$ cat config.mk
export PLATFORM = sky130hd
export DESIGN_NAME = dual_chan_serial_adc_if
export DESIGN_NICKNAME = d
export VERILOG_FILES = /design/src/rtl/dual_chan_serial_adc_if.sv
export SDC_FILE = /design/constraint.sdc
export NUM_CORES = 1
export LEC_CHECK = 0
export BUFFER_PORTS_ARGS = -buffer_cell sky130_fd_sc_hd__buf_2
export CORE_ASPECT_RATIO = 1.1
export CORE_MARGIN = 3
export CORE_UTILIZATION = 25
export CTS_BUF_LIST = sky130_fd_sc_hd__clkbuf_8
export DETAILED_ROUTE_END_ITERATION = 12
export HOLD_SLACK_MARGIN = 0.15
export MAX_ROUTING_LAYER = met4
export SLEW_MARGIN = 20
export SYNTH_ARGS = -nofsm -noshare
export SYNTH_HDL_FRONTEND = slang
export SYNTH_SLANG_ARGS = --single-unit
export TNS_END_PERCENT = 30
$ cat constraint.sdc
create_clock -name clk -period 3.15 [get_ports clk]
set_input_delay 0.1575 -clock clk [delete_from_list [all_inputs] [get_ports clk]]
set_output_delay 0.1575 -clock clk [all_outputs]
set_load 0.05 [all_outputs]
$ cat src/rtl/dual_chan_serial_adc_if.sv
module dual_chan_serial_adc_if #(
  parameter int DW           = 8,
  parameter int CONV_CYC     = 1500,
  parameter int WIN_CYC      = 200,
  parameter int HIGH_MIN_CYC = 10,
  parameter int HIZ_CYC      = 40
) (
  input  logic          clk,
  input  logic          rst_n,
  input  logic          cnv_n,
  input  logic          sclk,
  input  logic [DW-1:0] ch0_val,
  input  logic [DW-1:0] ch1_val,
  output logic          sdo,
  output logic          sdo_en
);

  localparam int CW = $clog2(CONV_CYC + 1);
  localparam int WW = $clog2(WIN_CYC + 1);
  localparam int HW = $clog2(HIGH_MIN_CYC + 1);
  localparam int ZW = $clog2(HIZ_CYC + 1);
  localparam int BW = $clog2(DW + 1);

  typedef enum logic [2:0] {S_IDLE, S_WIN, S_CONV, S_READ, S_HZW} st_t;

  st_t           st;
  logic [2:0]    cs, ks;
  logic [HW-1:0] hi_cnt;
  logic [CW-1:0] conv_cnt;
  logic [WW-1:0] win_cnt;
  logic [ZW-1:0] hz_cnt;
  logic [BW-1:0] rises, idx;
  logic [DW-1:0] cap0, cap1, word, shifted;
  logic          sel1;

  always_ff @(posedge clk or negedge rst_n)
    if (!rst_n) begin
      cs <= '1;
      ks <= '0;
    end else begin
      cs <= {cs[1:0], cnv_n};
      ks <= {ks[1:0], sclk};
    end

  wire cnv_fall  = cs[2] & ~cs[1];
  wire sk_rise   = ks[1] & ~ks[2];
  wire sk_fall   = ~ks[1] & ks[2];
  wire qual_fall = cnv_fall && (hi_cnt >= HW'(HIGH_MIN_CYC));
  wire start     = qual_fall && (st == S_IDLE || st == S_READ || st == S_HZW);

  always_ff @(posedge clk or negedge rst_n)
    if (!rst_n)                        hi_cnt <= '0;
    else if (!cs[1])                   hi_cnt <= '0;
    else if (hi_cnt < HW'(HIGH_MIN_CYC)) hi_cnt <= hi_cnt + 1'b1;

  always_ff @(posedge clk or negedge rst_n)
    if (!rst_n) begin
      st       <= S_IDLE;
      conv_cnt <= '0;
      win_cnt  <= '0;
      hz_cnt   <= '0;
      rises    <= '0;
      idx      <= '0;
      cap0     <= '0;
      cap1     <= '0;
      sel1     <= 1'b0;
    end else if (start) begin
      st       <= S_WIN;
      conv_cnt <= '0;
      win_cnt  <= '0;
      hz_cnt   <= '0;
      rises    <= '0;
      idx      <= '0;
      cap0     <= ch0_val;
      cap1     <= ch1_val;
      sel1     <= 1'b0;
    end else begin
      case (st)
        S_WIN: begin
          conv_cnt <= conv_cnt + 1'b1;
          if (qual_fall) begin
            sel1 <= 1'b1;
            st   <= S_CONV;
          end else if (win_cnt == WW'(WIN_CYC - 1)) st <= S_CONV;
          else win_cnt <= win_cnt + 1'b1;
        end
        S_CONV:
          if (conv_cnt == CW'(CONV_CYC - 1)) st <= S_READ;
          else conv_cnt <= conv_cnt + 1'b1;
        S_READ: begin
          if (sk_rise) begin
            rises <= rises + 1'b1;
            if (rises == BW'(DW - 1)) begin
              st     <= S_HZW;
              hz_cnt <= '0;
            end
          end
          if (sk_fall && rises > idx && idx < BW'(DW - 1))
            idx <= idx + 1'b1;
        end
        S_HZW:
          if (hz_cnt == ZW'(HIZ_CYC - 1)) st <= S_IDLE;
          else hz_cnt <= hz_cnt + 1'b1;
        default: st <= S_IDLE;
      endcase
    end

  assign word    = sel1 ? cap1 : cap0;
  assign shifted = word << idx;
  assign sdo_en  = (st != S_IDLE);
  assign sdo     = (st == S_READ || st == S_HZW) ? shifted[DW-1] : 1'b0;

  AST_START_BUSY: assert property (@(posedge clk) disable iff (!rst_n)
    start |=> (sdo_en && !sdo));

  AST_CH1_IN_WINDOW: assert property (@(posedge clk) disable iff (!rst_n)
    $rose(sel1) |-> ($past(st) == S_WIN));

  AST_LATE_EDGE_IGNORED: assert property (@(posedge clk) disable iff (!rst_n)
    (st == S_CONV && qual_fall) |=> $stable(sel1));

  AST_BIT_HOLD: assert property (@(posedge clk) disable iff (!rst_n)
    (st == S_READ && !sk_fall && !start) |=> $stable(sdo));

  AST_HIZ_RELEASE: assert property (@(posedge clk) disable iff (!rst_n)
    (st == S_HZW && hz_cnt == ZW'(HIZ_CYC - 1) && !start) |=> !sdo_en);

endmodule

==> results of run 1 <==
-- final cells by class --
type / instances / area (um^2)
multi-input combinational: 247 / 1590
tap: 157 / 196
clock buffer: 9 / 124
inverter: 6 / 22.5
clock inverter: 7 / 48.8
fill: 1269 / 8750
sequential: 63 / 1580
timing repair buffer: 44 / 325
-- final timing paths --
check                      cells after the start   endpoint  slack (ns)      start
setup reg to reg                               6     idx[3]        0.59  hi_cnt[1]
min in group clk                               0      ks[1]        0.35      ks[0]
hold / removal                                 2  hi_cnt[3]        0.34      rst_n
hold reg to reg                                0      ks[1]        0.35      ks[0]
max in group asynchronous                      3     idx[3]        2.01      rst_n
setup / recovery                               6     idx[3]        0.59  hi_cnt[1]
-- repair_timing --
item,CTS,global route
hold endpoints to repair,38,0
setup endpoints to repair,0,0
hold buffers,19,0
-- routing by layer --
metal	vias to the layer above	wire length, um	track usage, %
met2	33	3300	16.1
met3	11	204	2.47
met5	-	0	-
met4	0	112	4.40
li1	1241	-	-
met1	1211	3010	12.8
-- cells in the final DEF, fill, tap and decap left out, drive strengths merged, types with 7 or more instances in the layout --
master,count
a21oi,12
buf,25
clkbuf,9
dfrtp,60
dlygate4sd3,19
ha,11
inv,7
nand2,71
nand3,14
nand4,10
nor2,23
o21ai,11
or3,8
xnor2,7
-- power groups by stage --
stage	Combinational [mW]	Clock, mW	Sequential [mW]
finish	0.578	0.617	1.08
global route	0.664	0.674	1.11
CTS	0.585	0.640	1.08
detailed placement	0.562	0	1.10
global placement	0.542	0	1.09
floorplan	0.474	0	1.03
-- worst max-delay path, stage by stage, from the launching register on --
cell	delay, ns
sky130_fd_sc_hd__dfrtp_1	0.46
sky130_fd_sc_hd__ha_1	0.23
sky130_fd_sc_hd__nor3_2	0.07
sky130_fd_sc_hd__nor2_1	0.67
sky130_fd_sc_hd__and2_1	0.52
sky130_fd_sc_hd__buf_4	0.36
sky130_fd_sc_hd__o22ai_1	0.11
-- state kept, by name, indices dropped and copies added, names as in the netlist --
name      cells
st            3
win_cnt       8
hi_cnt        4
cs            3
sel1          1
hz_cnt        6
ks            3
cap1          8
rises         4
idx           4
conv_cnt     11
cap0          8
-- cells by family after synthesis --
| logic type | count (synthesis) | synth area share [%] |
|---|---|---|
| AO/OA/AOI/OAI | 51 | 11.2 |
| XOR/XNOR | 13 | 3.51 |
| adder cells (fa/ha/maj) | 11 | 4.24 |
| buffers and inverters | 18 | 2.27 |
| flip-flops | 63 | 48.7 |
| multiplexers | 12 | 5.66 |
| AND/OR/NAND/NOR | 160 | 24.5 |
-- stage by stage --
step,power [mW],std cells,util (%),worst slack (ns),cell area [um^2]
6_report,2.28,533,30.8,0.590,3890
2_1_floorplan,1.50,328,-,0.768,3250
3_5_place_dp,1.66,498,27.9,0.574,3530
4_1_cts,2.31,533,30.8,0.563,3890
5_1_grt,2.45,533,30.8,0.267,3890
3_3_place_gp,1.63,498,27.9,0.676,3530
==> results.md, run 1 <==
* X dimension of the die at 115 um
* # Max-Cap Violations at 0
* Post-synth ARST share at 100%
* DIE AREA at 14400 um^2
* CP Class: reg -> reg
* CTS clock-pin slew for the worst setup and hold paths at 0.08 ns
* Clock tree from TritonCTS: yes
* Layout Area Growth over Synthesis at 19.8%
* Hold Path Class: in -> async
* Share of the clock period used by the worst path after layout at 81.3%
* Crit path capture type: flop
* Insertion delay of the later-clocked pin in the worst-skew pair at 0.34 ns
* Routability Congestion at 0.808
* Data arrival at the endpoint of the critical path at 2.78 ns
* Number of antenna-violating nets in the routed design at 0
* Library cell occupying the most area in the post-synthesis netlist: sky130_fd_sc_hd__dfrtp_1
* Initial core utilization at 25.7%
* Largest net degree at the start of global routing at 30
* Post-synthesis cell count at 328
* Run status: finished clean
* Top cells by area, synth: sky130_fd_sc_hd__dfrtp_1 (46%), sky130_fd_sc_hd__nand2_1 (8.2%), sky130_fd_sc_hd__ha_1 (4.2%)
* Proportion of netlist area held by the largest area contributor at 46.2%
* Total clock buffers created by CTS at 9
* Number of nets in the layout at 402
* Pre-Repair DR Iteration Count at 4
* Worst-Margin Slew at 0.853 ns
* Power spent charging and discharging nets at 812 uW
* Min Clock Period, post-route at 2.56 ns
* Average instance area after synthesis at 9.90 um^2
* Number of slew-limit violations in the final report at 0
* HPWL after DPL at 4600 um
* Resized cells post-CTS at 0
* Overall routed net length at 6630 um
* Antenna violations before repair at 0
* Net count after synthesis at 359
* # diodes at 0
* GRT Util Overall at 10.3%
* Number of enable-type register cells in the synthesized netlist at 0
* Wire length of the first global-routing pass at 11800 um
* Fraction of layout instances using a drive strength above 1 at 16.0%
* Maximum fanout along the worst path at 26
* Post-synth cell types at 53
* Max Clk Rate at 391 MHz
* Worst rel slew slack at 43.0%
* Final Hold Viols at 0
* Library cell with the highest instance count after synthesis: sky130_fd_sc_hd__nand2_1
* Setup repair after global routing missed its margin: false
* Static Leakage at 1.64 nW
* Leading cell types by count after synthesis: sky130_fd_sc_hd__nand2_1 (71), sky130_fd_sc_hd__dfrtp_1 (60), sky130_fd_sc_hd__nor2_1 (23)
* Global-route congestion overflow total at 0
* Startpoint class of the critical path: flop
* Final count of negative-setup-slack endpoints at 0
* Sw Ratio at 35.6%
* Clock tree sinks at 63
* Setup Skew at 0.00885 ns
* Synthesized cell area at 3250 um^2
* Yosys warning total at 0
* Detailed-route vias per instance at 4.68
* Worst hold slack across all endpoints at 0.342 ns
* Combinational cell fraction of total power at 25.4%
* First DRT Iteration DRCs at 99
* Number of design rule violations left after detail routing at 0
* Num rows at 43
* Placeable core area at 12600 um^2
* Number of buffers between clock root and the deepest sink at 2
* Sequential power share at 47.6%
* Number of buffers inserted by port buffering at 21
* P per Cell Area at 586 nW/um^2
* Number of global-route vias before repair at 2552
* Total negative slack for setup checks at 0 ns
* Number of H-tree levels at 3
* Die height at 126 um
* Flip-flop and latch count after synthesis at 63
* Post-CTS Setup Bufs at 0
* Leading register cell type out of synthesis: sky130_fd_sc_hd__dfrtp_1
* Proportion of synthesized chip area in sequential cells at 48.7%
* Internal Pwr Total at 1.47 mW
* Power share of the clock group at 27.1%
* Count of vias placed by the detailed router at 2496
* Detailed-route wire length per cell at 12.4 um
* Boundary Pins at 22
* Critical path required time at 3.37 ns
* Maximum ir drop on the vdd rail at 0.311 mV
* Root Buffer Master: sky130_fd_sc_hd__clkbuf_8
Note: power is estimated with default switching activity, not from simulation.
==> run 2: changes to the inputs <==
clock period = 2.6 ns   (was 3.15 ns; I/O delays follow)
==> run 2 against run 1 <==
  * Total power grew 30%
  * Worst hold slack worse by 0.084 ns
  * Setup slack worse by 0.32 ns
  * Combinational power up 21%
  * Critical path depth shrank 2
  * Register-to-register slack got worse by 0.22 ns
  * Sequential power grew 22%
  * Global-route usage shrank 0.074 points
  * Via count rose by 1.8%
  * Highest routed layer unchanged
  * Core utilization rose by 0.58 points
  * Design area grew 1.9%
==> results.md, run 2 (same netlist as run 1, synthesis figures left out) <==
* Max Clk Rate at 428 MHz
* Largest net degree at the start of global routing at 34 (was 30)
* Final count of negative-setup-slack endpoints at 0 (unchanged)
* Resized cells post-CTS at 0 (unchanged)
* Detailed-route wire length per cell at 12.9 um (was 12.4 um)
* Die height at 126 um (unchanged)
* Max reg flops at 11 (unchanged)
* Final Hold Viols at 0 (unchanged)
* Boundary Pins at 22 (unchanged)
* Pre-Repair DR Iteration Count at 4 (unchanged)
* Clock tree sinks at 63 (unchanged)
* Insertion delay of the later-clocked pin in the worst-skew pair at 0.33 ns (was 0.34 ns)
* Antenna violations before repair at 0 (unchanged)
* P per Cell Area at 748 nW/um^2 (was 586 nW/um^2)
* Clock tree from TritonCTS: yes (unchanged)
* Hold Path Class: in -> async (unchanged)
* Placeable core area at 12600 um^2 (unchanged)
* Number of buffers between clock root and the deepest sink at 2 (unchanged)
* Critical path required time at 2.47 ns (was 3.37 ns)
* Highest cell delay on the worst timing path at 0.53 ns (was 0.67 ns)
* Post-CTS Setup Bufs at 0 (unchanged)
* Fraction of layout instances using a drive strength above 1 at 16.1% (was 16.0%)
* Number of antenna-violating nets in the routed design at 0 (unchanged)
* Total clock buffers created by CTS at 9 (unchanged)
* Register bank with the most flops: conv_cnt (unchanged)
* Initial core utilization at 25.7% (unchanged)
* Crit path capture type: output port (was flop)
* Hold buffers post-CTS at 19 (unchanged)
* Critical Path, Cell by Cell: mux4_2 > mux4_2 > nor3b_1 > buf_2 (was ha_1 > nor3_2 > nor2_1 > and2_1 > buf_4 > o22ai_1)
* Number of H-tree levels at 3 (unchanged)
* Worst-Margin Slew at 0.680 ns (was 0.853 ns)
* Maximum fanout along the worst path at 5 (was 26)
* DIE AREA at 14400 um^2 (unchanged)
* Num rows at 43 (unchanged)
* Number of design rule violations left after detail routing at 0 (unchanged)
* X dimension of the die at 115 um (unchanged)
* Run status: finished clean (unchanged)
* # Max-Cap Violations at 0 (unchanged)
* First DRT Iteration DRCs at 97 (was 99)
* Global-route congestion overflow total at 0 (unchanged)
* Share of the clock period used by the worst path after layout at 89.8%
* HPWL after DPL at 4860 um (was 4600 um)
* Most common cell after layout, fill and taps aside: sky130_fd_sc_hd__nand2_1 (unchanged)
* Layout Area Growth over Synthesis at 22.1% (was 19.8%)
* Startpoint class of the critical path: flop (unchanged)
* Maximum ir drop on the vdd rail at 0.429 mV (was 0.311 mV)
* Number of slew-limit violations in the final report at 0 (unchanged)
* Most common cell on crit path: sky130_fd_sc_hd__mux4_2
* # diodes at 0 (unchanged)
* Static Leakage at 1.70 nW (was 1.64 nW)
* Count of vias placed by the detailed router at 2542 (was 2496)
* Slowest stage cell, crit path: sky130_fd_sc_hd__mux4_2 (was sky130_fd_sc_hd__nor2_1)
* Wire length of the first global-routing pass at 11700 um (was 11800 um)
* Overall routed net length at 6890 um (was 6630 um)
* Data arrival at the endpoint of the critical path at 2.20 ns (was 2.78 ns)
* Root Buffer Master: sky130_fd_sc_hd__clkbuf_8 (unchanged)
* Min Clock Period, post-route at 2.33 ns
* GRT Util Overall at 10.3% (about the same)
* Routability Congestion at 0.845 (was 0.808)
* CP Class: reg -> out (was reg -> reg)
* Setup repair after global routing missed its margin: false (unchanged)
* Most frequent cells in the layout: sky130_fd_sc_hd__nand2_1 (71), sky130_fd_sc_hd__dfrtp_1 (60), sky130_fd_sc_hd__nor2_1 (23) (unchanged)
* Total Power Consumption at 2.97 mW (was 2.28 mW)
* Setup Skew at 0.00493 ns (was 0.00885 ns)
* CTS clock-pin slew for the worst setup and hold paths at 0.07 ns (was 0.08 ns)
* Detailed-route vias per instance at 4.74 (was 4.68)
* Worst rel slew slack at 54.2% (was 43.0%)
* Number of global-route vias before repair at 2504 (was 2552)
* Number of nets in the layout at 405 (was 402)
* Total negative slack for setup checks at 0 ns (unchanged)
* Number of buffers inserted by port buffering at 21 (unchanged)
-- run 2: cell types whose count changed in the layout (fill, tap and decap cells not counted), sizes merged --
cell	previous run	this run
clkinvlp	4	0
buf	25	28
bufinv	0	2
clkbuf	9	11
clkinv	2	1
inv	7	8
-- run 2: path summary, 6_finish.rpt --
kind | from | end | slack [ns] | cells past startpoint
setup / recovery | sel1 | sdo | 0.27 | 4
hold / removal | rst_n | hi_cnt[2] | 0.26 | 2
setup reg to reg | hi_cnt[1] | hz_cnt[2] | 0.37 | 6
hold reg to reg | ks[0] | ks[1] | 0.35 | 0
max in group asynchronous | rst_n | idx[0] | 1.59 | 3
min in group clk | ks[0] | ks[1] | 0.35 | 0
-- run 2: final cells by class --
cell class,count,area (um^2)
fill,1276,8680
multi-input combinational,247,1590
sequential,63,1580
timing repair buffer,47,348
tap,157,196
clock buffer,11,151
clock inverter,5,72.6
inverter,6,22.5
-- run 2: stage by stage --
stage	cells	instance area, um^2	hold WS (ns)	utilization [%]	setup slack [ns]
finish	536	3960	0.257	31.4	0.266
global route	536	3960	0.272	31.4	0.132
CTS	536	3960	0.262	31.4	0.233
detailed placement	501	3550	0.0677	28.1	0.440
global placement	501	3550	0.0700	28.1	0.533
floorplan	328	3250	-0.166	-	0.245
-- run 2: where the power goes --
group / leakage [nW] / switching (mW) / internal, mW
Sequential: 0.749 / 0.199 / 1.12
Combinational: 0.831 / 0.384 / 0.316
Clock: 0.122 / 0.364 / 0.584
-- run 2: worst max-delay path, delay by kind of cell, from the launching register on --
kind,cells,cell delay (ns)
multiplexers,2,1.00
flip-flops,1,0.50
buffers and inverters,1,0.22
AND/OR/NAND/NOR,1,0.16
-- run 2: routing by layer --
layer,wire length [um],GRT usage [%],up-vias
li1,-,-,1249
met1,3210,12.9,1249
met2,3410,16.4,38
met3,186,2.18,6
met4,82,3.35,0
met5,0,-,-
